===== src/rtl/dma_hs_pkg.sv =====
package dma_hs_pkg;
    typedef struct packed {
        logic burst;
        logic req_edge;
        logic ack_low;
        logic ack_wr;
    } mode_t;

    typedef enum logic [1:0] {
        ST_IDLE   = 2'd0,
        ST_ACTIVE = 2'd1,
        ST_HOLD   = 2'd2
    } hs_state_t;
endpackage


===== src/rtl/dma_hs_mode_reg.sv =====
module dma_hs_mode_reg
    import dma_hs_pkg::*;
#(
    parameter bit HAS_PINS = 1'b1
) (
    input  logic       clk,
    input  logic       rst_n,
    input  logic       standby,
    input  logic       mode_wr,
    input  logic [3:0] mode_in,
    output mode_t      mode_eff
);
    localparam logic PIN_MASK = HAS_PINS ? 1'b1 : 1'b0;

    mode_t mode_q;

    always_ff @(posedge clk or negedge rst_n) begin
        if (!rst_n)        mode_q <= '0;
        else if (standby)  mode_q <= '0;
        else if (mode_wr)  mode_q <= mode_t'(mode_in);
    end

    always_comb begin
        mode_eff.burst    = mode_q.burst;
        mode_eff.req_edge = mode_q.req_edge & PIN_MASK;
        mode_eff.ack_low  = mode_q.ack_low  & PIN_MASK;
        mode_eff.ack_wr   = mode_q.ack_wr   & PIN_MASK;
    end

    // standby leaves every mode bit at 0
    a_r9_standby_clears: assert property (@(posedge clk) disable iff (!rst_n)
        standby |=> (mode_q == '0));
endmodule


===== src/rtl/dma_hs_req_detect.sv =====
module dma_hs_req_detect #(
    parameter int SYNC_STAGES = 2
) (
    input  logic clk,
    input  logic rst_n,
    input  logic req_pin,
    input  logic req_edge,
    input  logic ack_act,
    output logic req_det
);
    localparam int LAST = SYNC_STAGES - 1;

    logic [SYNC_STAGES-1:0] chain;
    logic prev_q;
    logic latch_q;
    logic fall;

    genvar i;
    generate
        for (i = 0; i < SYNC_STAGES; i++) begin : g_sync
            if (i == 0) begin : g_first
                always_ff @(posedge clk or negedge rst_n) begin
                    if (!rst_n) chain[0] <= 1'b1;
                    else        chain[0] <= req_pin;
                end
            end else begin : g_next
                always_ff @(posedge clk or negedge rst_n) begin
                    if (!rst_n) chain[i] <= 1'b1;
                    else        chain[i] <= chain[i-1];
                end
            end
        end
    endgenerate

    assign fall = prev_q & ~chain[LAST];

    always_ff @(posedge clk or negedge rst_n) begin
        if (!rst_n) begin
            prev_q  <= 1'b1;
            latch_q <= 1'b0;
        end else begin
            prev_q <= chain[LAST];
            if (fall && req_edge) latch_q <= 1'b1;
            else if (ack_act)     latch_q <= 1'b0;
        end
    end

    assign req_det = req_edge ? latch_q : ~chain[LAST];

    // an acknowledged edge request is consumed
    a_r3_latch_clears: assert property (@(posedge clk) disable iff (!rst_n)
        (ack_act && !fall) |=> !latch_q);
endmodule


===== src/rtl/dma_hs_fsm.sv =====
module dma_hs_fsm
    import dma_hs_pkg::*;
(
    input  logic clk,
    input  logic rst_n,
    input  logic req_det,
    input  logic rd_phase,
    input  logic wr_phase,
    input  logic dual_addr,
    input  logic xfer_end,
    input  logic tc_reached,
    input  logic burst,
    input  logic ack_wr,
    output logic ack_act,
    output logic req_pending,
    output logic hold_bus
);
    hs_state_t state_q, state_d;
    logic start;
    logic in_xfer;
    logic phase_hit;

    assign start = (state_q != ST_ACTIVE) && req_det && (rd_phase || wr_phase);

    always_comb begin
        state_d = state_q;
        unique case (state_q)
            ST_IDLE:   if (start) state_d = ST_ACTIVE;
            ST_ACTIVE: if (xfer_end) state_d = (burst && !tc_reached) ? ST_HOLD : ST_IDLE;
            ST_HOLD: begin
                if (start)         state_d = ST_ACTIVE;
                else if (!req_det) state_d = ST_IDLE;
            end
            default:   state_d = ST_IDLE;
        endcase
    end

    always_ff @(posedge clk or negedge rst_n) begin
        if (!rst_n) state_q <= ST_IDLE;
        else        state_q <= state_d;
    end

    always_comb begin
        in_xfer     = (state_q == ST_ACTIVE) || start;
        phase_hit   = dual_addr ? (ack_wr ? wr_phase : rd_phase) : (rd_phase || wr_phase);
        ack_act     = in_xfer && phase_hit;
        req_pending = req_det && (state_q != ST_ACTIVE);
        hold_bus    = burst && !tc_reached &&
                      (in_xfer || ((state_q == ST_HOLD) && req_det));
    end

    // no acknowledge outside the selected dual-address phase
    a_r4_phase_only: assert property (@(posedge clk) disable iff (!rst_n)
        (dual_addr && !ack_wr && !rd_phase) |-> !ack_act);
    // cycle-steal never holds the bus
    a_r7_steal_no_hold: assert property (@(posedge clk) disable iff (!rst_n)
        !burst |-> !hold_bus);
    // terminal count ends the transfer and frees the bus
    a_r8_tc_release: assert property (@(posedge clk) disable iff (!rst_n)
        (state_q == ST_ACTIVE && xfer_end && tc_reached) |=> (state_q == ST_IDLE));
endmodule


===== src/rtl/dma_req_ack_unit.sv =====
module dma_req_ack_unit
    import dma_hs_pkg::*;
#(
    parameter bit HAS_PINS    = 1'b1,
    parameter int SYNC_STAGES = 2
) (
    input  logic       clk,
    input  logic       rst_n,
    input  logic       standby,
    input  logic       mode_wr,
    input  logic [3:0] mode_in,
    input  logic       req_pin,
    input  logic       rd_phase,
    input  logic       wr_phase,
    input  logic       dual_addr,
    input  logic       xfer_end,
    input  logic       tc_reached,
    output logic       req_pending,
    output logic       hold_bus,
    output logic       ack_pin
);
    mode_t mode_eff;
    logic  req_det;
    logic  ack_act;

    dma_hs_mode_reg #(.HAS_PINS(HAS_PINS)) u_mode (
        .clk(clk), .rst_n(rst_n), .standby(standby),
        .mode_wr(mode_wr), .mode_in(mode_in), .mode_eff(mode_eff)
    );

    dma_hs_req_detect #(.SYNC_STAGES(SYNC_STAGES)) u_det (
        .clk(clk), .rst_n(rst_n), .req_pin(req_pin),
        .req_edge(mode_eff.req_edge), .ack_act(ack_act), .req_det(req_det)
    );

    dma_hs_fsm u_fsm (
        .clk(clk), .rst_n(rst_n), .req_det(req_det),
        .rd_phase(rd_phase), .wr_phase(wr_phase), .dual_addr(dual_addr),
        .xfer_end(xfer_end), .tc_reached(tc_reached),
        .burst(mode_eff.burst), .ack_wr(mode_eff.ack_wr),
        .ack_act(ack_act), .req_pending(req_pending), .hold_bus(hold_bus)
    );

    assign ack_pin = ack_act ^ mode_eff.ack_low;

    // outside any bus phase the pin rests at the inactive level
    a_r6_idle_level: assert property (@(posedge clk) disable iff (!rst_n)
        !(rd_phase || wr_phase) |-> (ack_pin == mode_eff.ack_low));
endmodule


===== config.mk =====
export PLATFORM = sky130hd
export DESIGN_NAME = dma_req_ack_unit
export DESIGN_NICKNAME = d
export VERILOG_FILES = /design/src/rtl/dma_hs_pkg.sv /design/src/rtl/dma_hs_mode_reg.sv /design/src/rtl/dma_hs_req_detect.sv /design/src/rtl/dma_hs_fsm.sv /design/src/rtl/dma_req_ack_unit.sv
export SDC_FILE = /design/constraint.sdc
export NUM_CORES = 1
export LEC_CHECK = 0
export ABC_CLOCK_PERIOD_IN_PS = 3800
export BUFFER_PORTS_ARGS = -buffer_cell sky130_fd_sc_hd__buf_2
export CORE_AREA = 2 2 39 41
export CTS_CLUSTER_DIAMETER = 40
export DETAILED_ROUTE_END_ITERATION = 10
export DIE_AREA = 0 0 41 43
export HOLD_SLACK_MARGIN = 0.05
export PLACE_DENSITY = 0.65
export SKIP_CTS_REPAIR_TIMING = 1
export SYNTH_ARGS = -nofsm -noshare
export SYNTH_HDL_FRONTEND = slang
export SYNTH_HIERARCHICAL = 1
export SYNTH_SLANG_ARGS = --single-unit

===== constraint.sdc =====
create_clock -name clk -period 3.8 [get_ports clk]
set_clock_uncertainty 0.2 [all_clocks]
set_input_delay 0.19 -clock clk [delete_from_list [all_inputs] [get_ports clk]]
set_output_delay 0.19 -clock clk [all_outputs]
set_load 0.01 [all_outputs]

* Word level (Yosys, flattened, before mapping)
Cells that the tools add are included.
Cells by class: multipliers 0, bitwise logic cells 3, shift operators 0, order comparisons 0, equality and inequality tests 6, add/sub/neg operators 0, multiplexer cells 13, reduce and logical (&&, ||, !) cells 15, divide/modulo/power cells 0
Operators with widths (number):
- $mux W2 | 5
- $mux W4 | 2
- $logic_and A1 B1 Y1 | 7
- $pmux W2 S3 | 1
- $mux W1 | 5
- $ne A2 B1 Y1 const B | 2
- $reduce_bool A2 Y1 | 2
- $logic_or A1 B1 Y1 | 3
- $ne A3 B3 Y1 const B | 1
- $reduce_and A3 Y1 | 1
- $eq A2 B1 Y1 const B | 1
- $eq A2 B2 Y1 const B | 1
- $logic_not A2 Y1 | 1
- $ne A2 B2 Y1 const B | 1
- $and A1 B1 Y1 | 1
- $logic_not A1 Y1 | 1
- $not A1 Y1 | 1
- $xor A1 B1 Y1 | 1
Storage, ports and cells: bits in writable memories 0, register bits 10, output and inout port bits 3, bits of input ports 14, memories 0, memory bits (read-only) 0, word-level logic and storage cells 46, bits in latches 0

* Longest topological paths before layout
depth after elaboration 8, gate-level depth with buffers 5, mapped depth without buffers 5

* By module
Netlist, hierarchy kept.
Modules (own cells, without submodules):
- dma_hs_mode_reg | times used 1, seq. area each 100.1 µm², cells each 13, area an instance 160.2 µm²
- dma_hs_fsm | times used 1, seq. area each 50.0 µm², cells each 15, area an instance 150.1 µm²
- dma_hs_req_detect | times used 1, seq. area each 103.8 µm², cells each 9, area an instance 132.6 µm²
- dma_req_ack_unit | times used 1, seq. area each 0.0 µm², cells each 1, area an instance 8.8 µm²

* Worst setup path after synthesis
OpenSTA, ideal clock, no wires.
kind register to output, from register u_mode.mode_q, in the netlist u_mode/mode_eff[2], to output port ack_pin, data required time 3410 ps, path slack 2086 ps, arrival time 1324 ps, stages on the path, launching flop included 5, path through dfrtp_1 o21ai_0 inv_1 a221oi_2 xor2_1
On the way: longest elaborated chain between the ends 6
Ends and longest elaborated chain:
- from (decl) | line dma_hs_mode_reg.sv:15 | mode_t mode_q;
- from (signal assigned) | line dma_hs_mode_reg.sv:20 | else if (mode_wr) mode_q <= mode_t'(mode_in);
- $mux W1 | line dma_hs_req_detect.sv:48 | assign req_det = req_edge ? latch_q : ~chain[LAST];
- net req_det | line dma_req_ack_unit.sv:23 | logic req_det;
- $logic_and A1 B1 Y1 (2 in series) | line dma_hs_fsm.sv:23 | assign start = (state_q != ST_ACTIVE) && req_det && (rd_phase || wr_phase);
- $logic_or A1 B1 Y1 | line dma_hs_fsm.sv:44 | in_xfer = (state_q == ST_ACTIVE) || start;
- $logic_and A1 B1 Y1 | line dma_hs_fsm.sv:46 | ack_act = in_xfer && phase_hit;
- net ack_act | line dma_req_ack_unit.sv:24 | logic ack_act;
- $xor A1 B1 Y1 | line dma_req_ack_unit.sv:44 | assign ack_pin = ack_act ^ mode_eff.ack_low;
- to (decl) | line dma_req_ack_unit.sv:20 | output logic ack_pin
The timed path passes the listed nets, and every way through them passes these cells.

* Worst setup path after layout
Ends and elaborated chain as after synthesis.

==> metrics.cfg <==
[status]
status=finished, final reports clean

[route]
drt_iter0_drc=15
avgViaCountPerCell=4.75
drc=0
drt.antenna.violating_nets=0
dr_total_vias=385
wirelength_um=1000
dr.pass1.iters=4
wl_per_cell_um=12.4

[setup_path]
r2r_cells=4
cp_slowest_cell=dfrtp_1
r2r_start=u_mode/mode_eff[2]
path_max_fanout=4
rrSetupSlack_ns=2.11
path_class=reg2out
end_kind=primary output
crit_path_end=ack_pin
crit_chain=o21ai_0 > inv_1 > a221oi_2 > xor2_1 > buf_2
worstReg2RegEnd=u_det/latch_q
arrival_ns=1.81
crit_path_start=u_mode/mode_eff[2]
cpPeakStageDelay_ns=0.40
critPathRequiredTime_ns=3.41
cp-start-kind=flip-flop

[power_and_ir_drop]
p_leak_nw=0.317
finalPower_uw=243
powerDensity_mw_per_mm2=372
ir_drop_v=0.000173

[layout]
postLayoutCellArea_um2=653
antenna_cells=0
fin_cells=81
syn_to_final_growth_pct=44.6
post_route_cells_drive_above_1_share_pct=38.5
regArea_um2=254
final_common_cell=buf_2
multi_input_area_um2=185
most-common-layout-cells=buf_2 (16), dlygate4sd3_1 (8), dfrtp_1 (7)
final_util_pct=47.2
nets=80
num-fill-cells=121

[placement]
place_congestion=0.730
placed_cells=69
port_buffers=16
dp_hpwl_um=604
place_area_um2=547

[clock_network]
cts_buffers=3
cts_tree=done
clockRootBuffer=clkbuf_4
htree_levels=1
insertion_delay_ns=0.27
clk_pin_slew_ns=0.06
cts_max_path_buffers=2
clock-sinks=10

[global_routing]
grt_pass1_vias=323
use_met1_pct=12.1
overflow=0
grt_pass1_wl_um=1300
met3_usage_pct=1.57
grt_max_degree=11
track_usage_pct=11.3
antenna_found_initial=0
use_met2_pct=17.8
top_usage_layer=met2

[synth]
yosys-top-cells-area=dfrtp_1 (39%), dfstp_2 (17%), mux2i_1 (11%), nor2_1 (5.0%), a221oi_2 (3.3%)
synth-simple-area-share_pct=13.9
ys_seq_area_share_pct=56.2
synth_top_area_share_pct=38.8
synth-compound-area-share_pct=14.1
synth_cells=38
yosys.area.top_type=dfrtp_1
netlist_area_um2=452
synth_top_family_by_area=compound AO/OA/AOI/OAI gates
yosys_warnings=6
ys_ff_latch=10
synth_mux_area_share_pct=11.1
synth_nets=52
yosysUniqueCellTypes=19
synth_fa_ha_area_share_pct=0
syn_avg_cell_area_um2=11.9
synth_xor_area_share_pct=1.94

[timing]
finalHoldViolations=0
setup_viol_count_final=0
tightest_slew_ns=0.391
rsz0062_at_grt=no
relSlewSlack_pct=73.7
finalCritPeriodShare_pct=57.9
setup_tns_ns=0
clock.fmax_mhz=454
min_period_ns=2.20
final_max_slew_viol_count=0

[flow_run]
maxCapViolCount=0

[worst_hold_path]
whs_path_depth=3
hold_start=mode_wr
hp-class=in2reg

[floorplanning]
die_y_um=43
die_area_mm2=0.00176
coreArea_mm2=0.00138
start_util_pct=32.6
pin_count=17
die_w_um=41
placementRows=14

-- worst max-delay path: cells and delay by family, from the launching register on --
kind	cells	cell delay [ns]
buf+inv	2	0.27
compound gates	2	0.70
xor+xnor	1	0.16
flops	1	0.40
-- report_power, final --
part	switching (mW)	internal (mW)	total, mW	leakage, nW
Sequential	0.00566	0.115	0.121	0.124
Clock	0.0357	0.0406	0.0763	0.0150
Combinational	0.0217	0.0244	0.0461	0.177
Total	0.0631	0.180	0.243	0.317
-- registers in the layout, summed over array words and instances, names as in the netlist --
name and count:
u_mode/mode_eff 4, u_det/chain 2, u_fsm/state_q 2, u_det/latch_q 1, u_det/prev_q 1
-- logic make-up after synthesis --
group | Yosys count
compound gates | 7
xor+xnor | 1
buf+inv | 3
flops | 10
mux | 5
simple gates | 12
-- worst min-delay path by stage --
stage,end
detailed placement,u_mode/mode_eff[2]
global route,u_mode/mode_eff[2]
global placement,u_mode/mode_eff[1]
finish,u_mode/mode_eff[2]
floorplan,u_det/latch_q
CTS,u_mode/mode_eff[2]
-- per-layer routing --
metal	vias to the layer above	routed length [um]
met4	0	29
met2	15	510
met5	-	0
li1	187	-
met3	5	71
met1	178	392
-- final cells by class --
class / count / area share [%]
flip-flops and latches: 10 / 38.9
well taps: 16 / 3.07
clock buffers: 4 / 4.02
inverters: 2 / 1.15
multi-input cells: 25 / 28.4
repair buffers: 24 / 24.5
-- metrics by stage --
step	hold slack, ns	worst slack (ns)
5_1_grt	0.0991	1.40
2_1_floorplan	-0.306	2.09
3_5_place_dp	-0.146	1.91
6_report	0.0893	1.60
3_3_place_gp	-0.144	1.95
4_1_cts	-0.433	1.61
-- Yosys cell counts, drive strengths merged --
cell    count
o31ai       1
clkbuf      1
o21ai       1
nor2        6
nor2b       1
a221oi      1
a21oi       1
mux2i       5
nand2       2
inv         2
o22ai       1
dfrtp       7
and2        1
xor2        1
o32ai       1
a32o        1
dfstp       3
nand2b      2
Note: power is estimated with default switching activity, not from simulation.
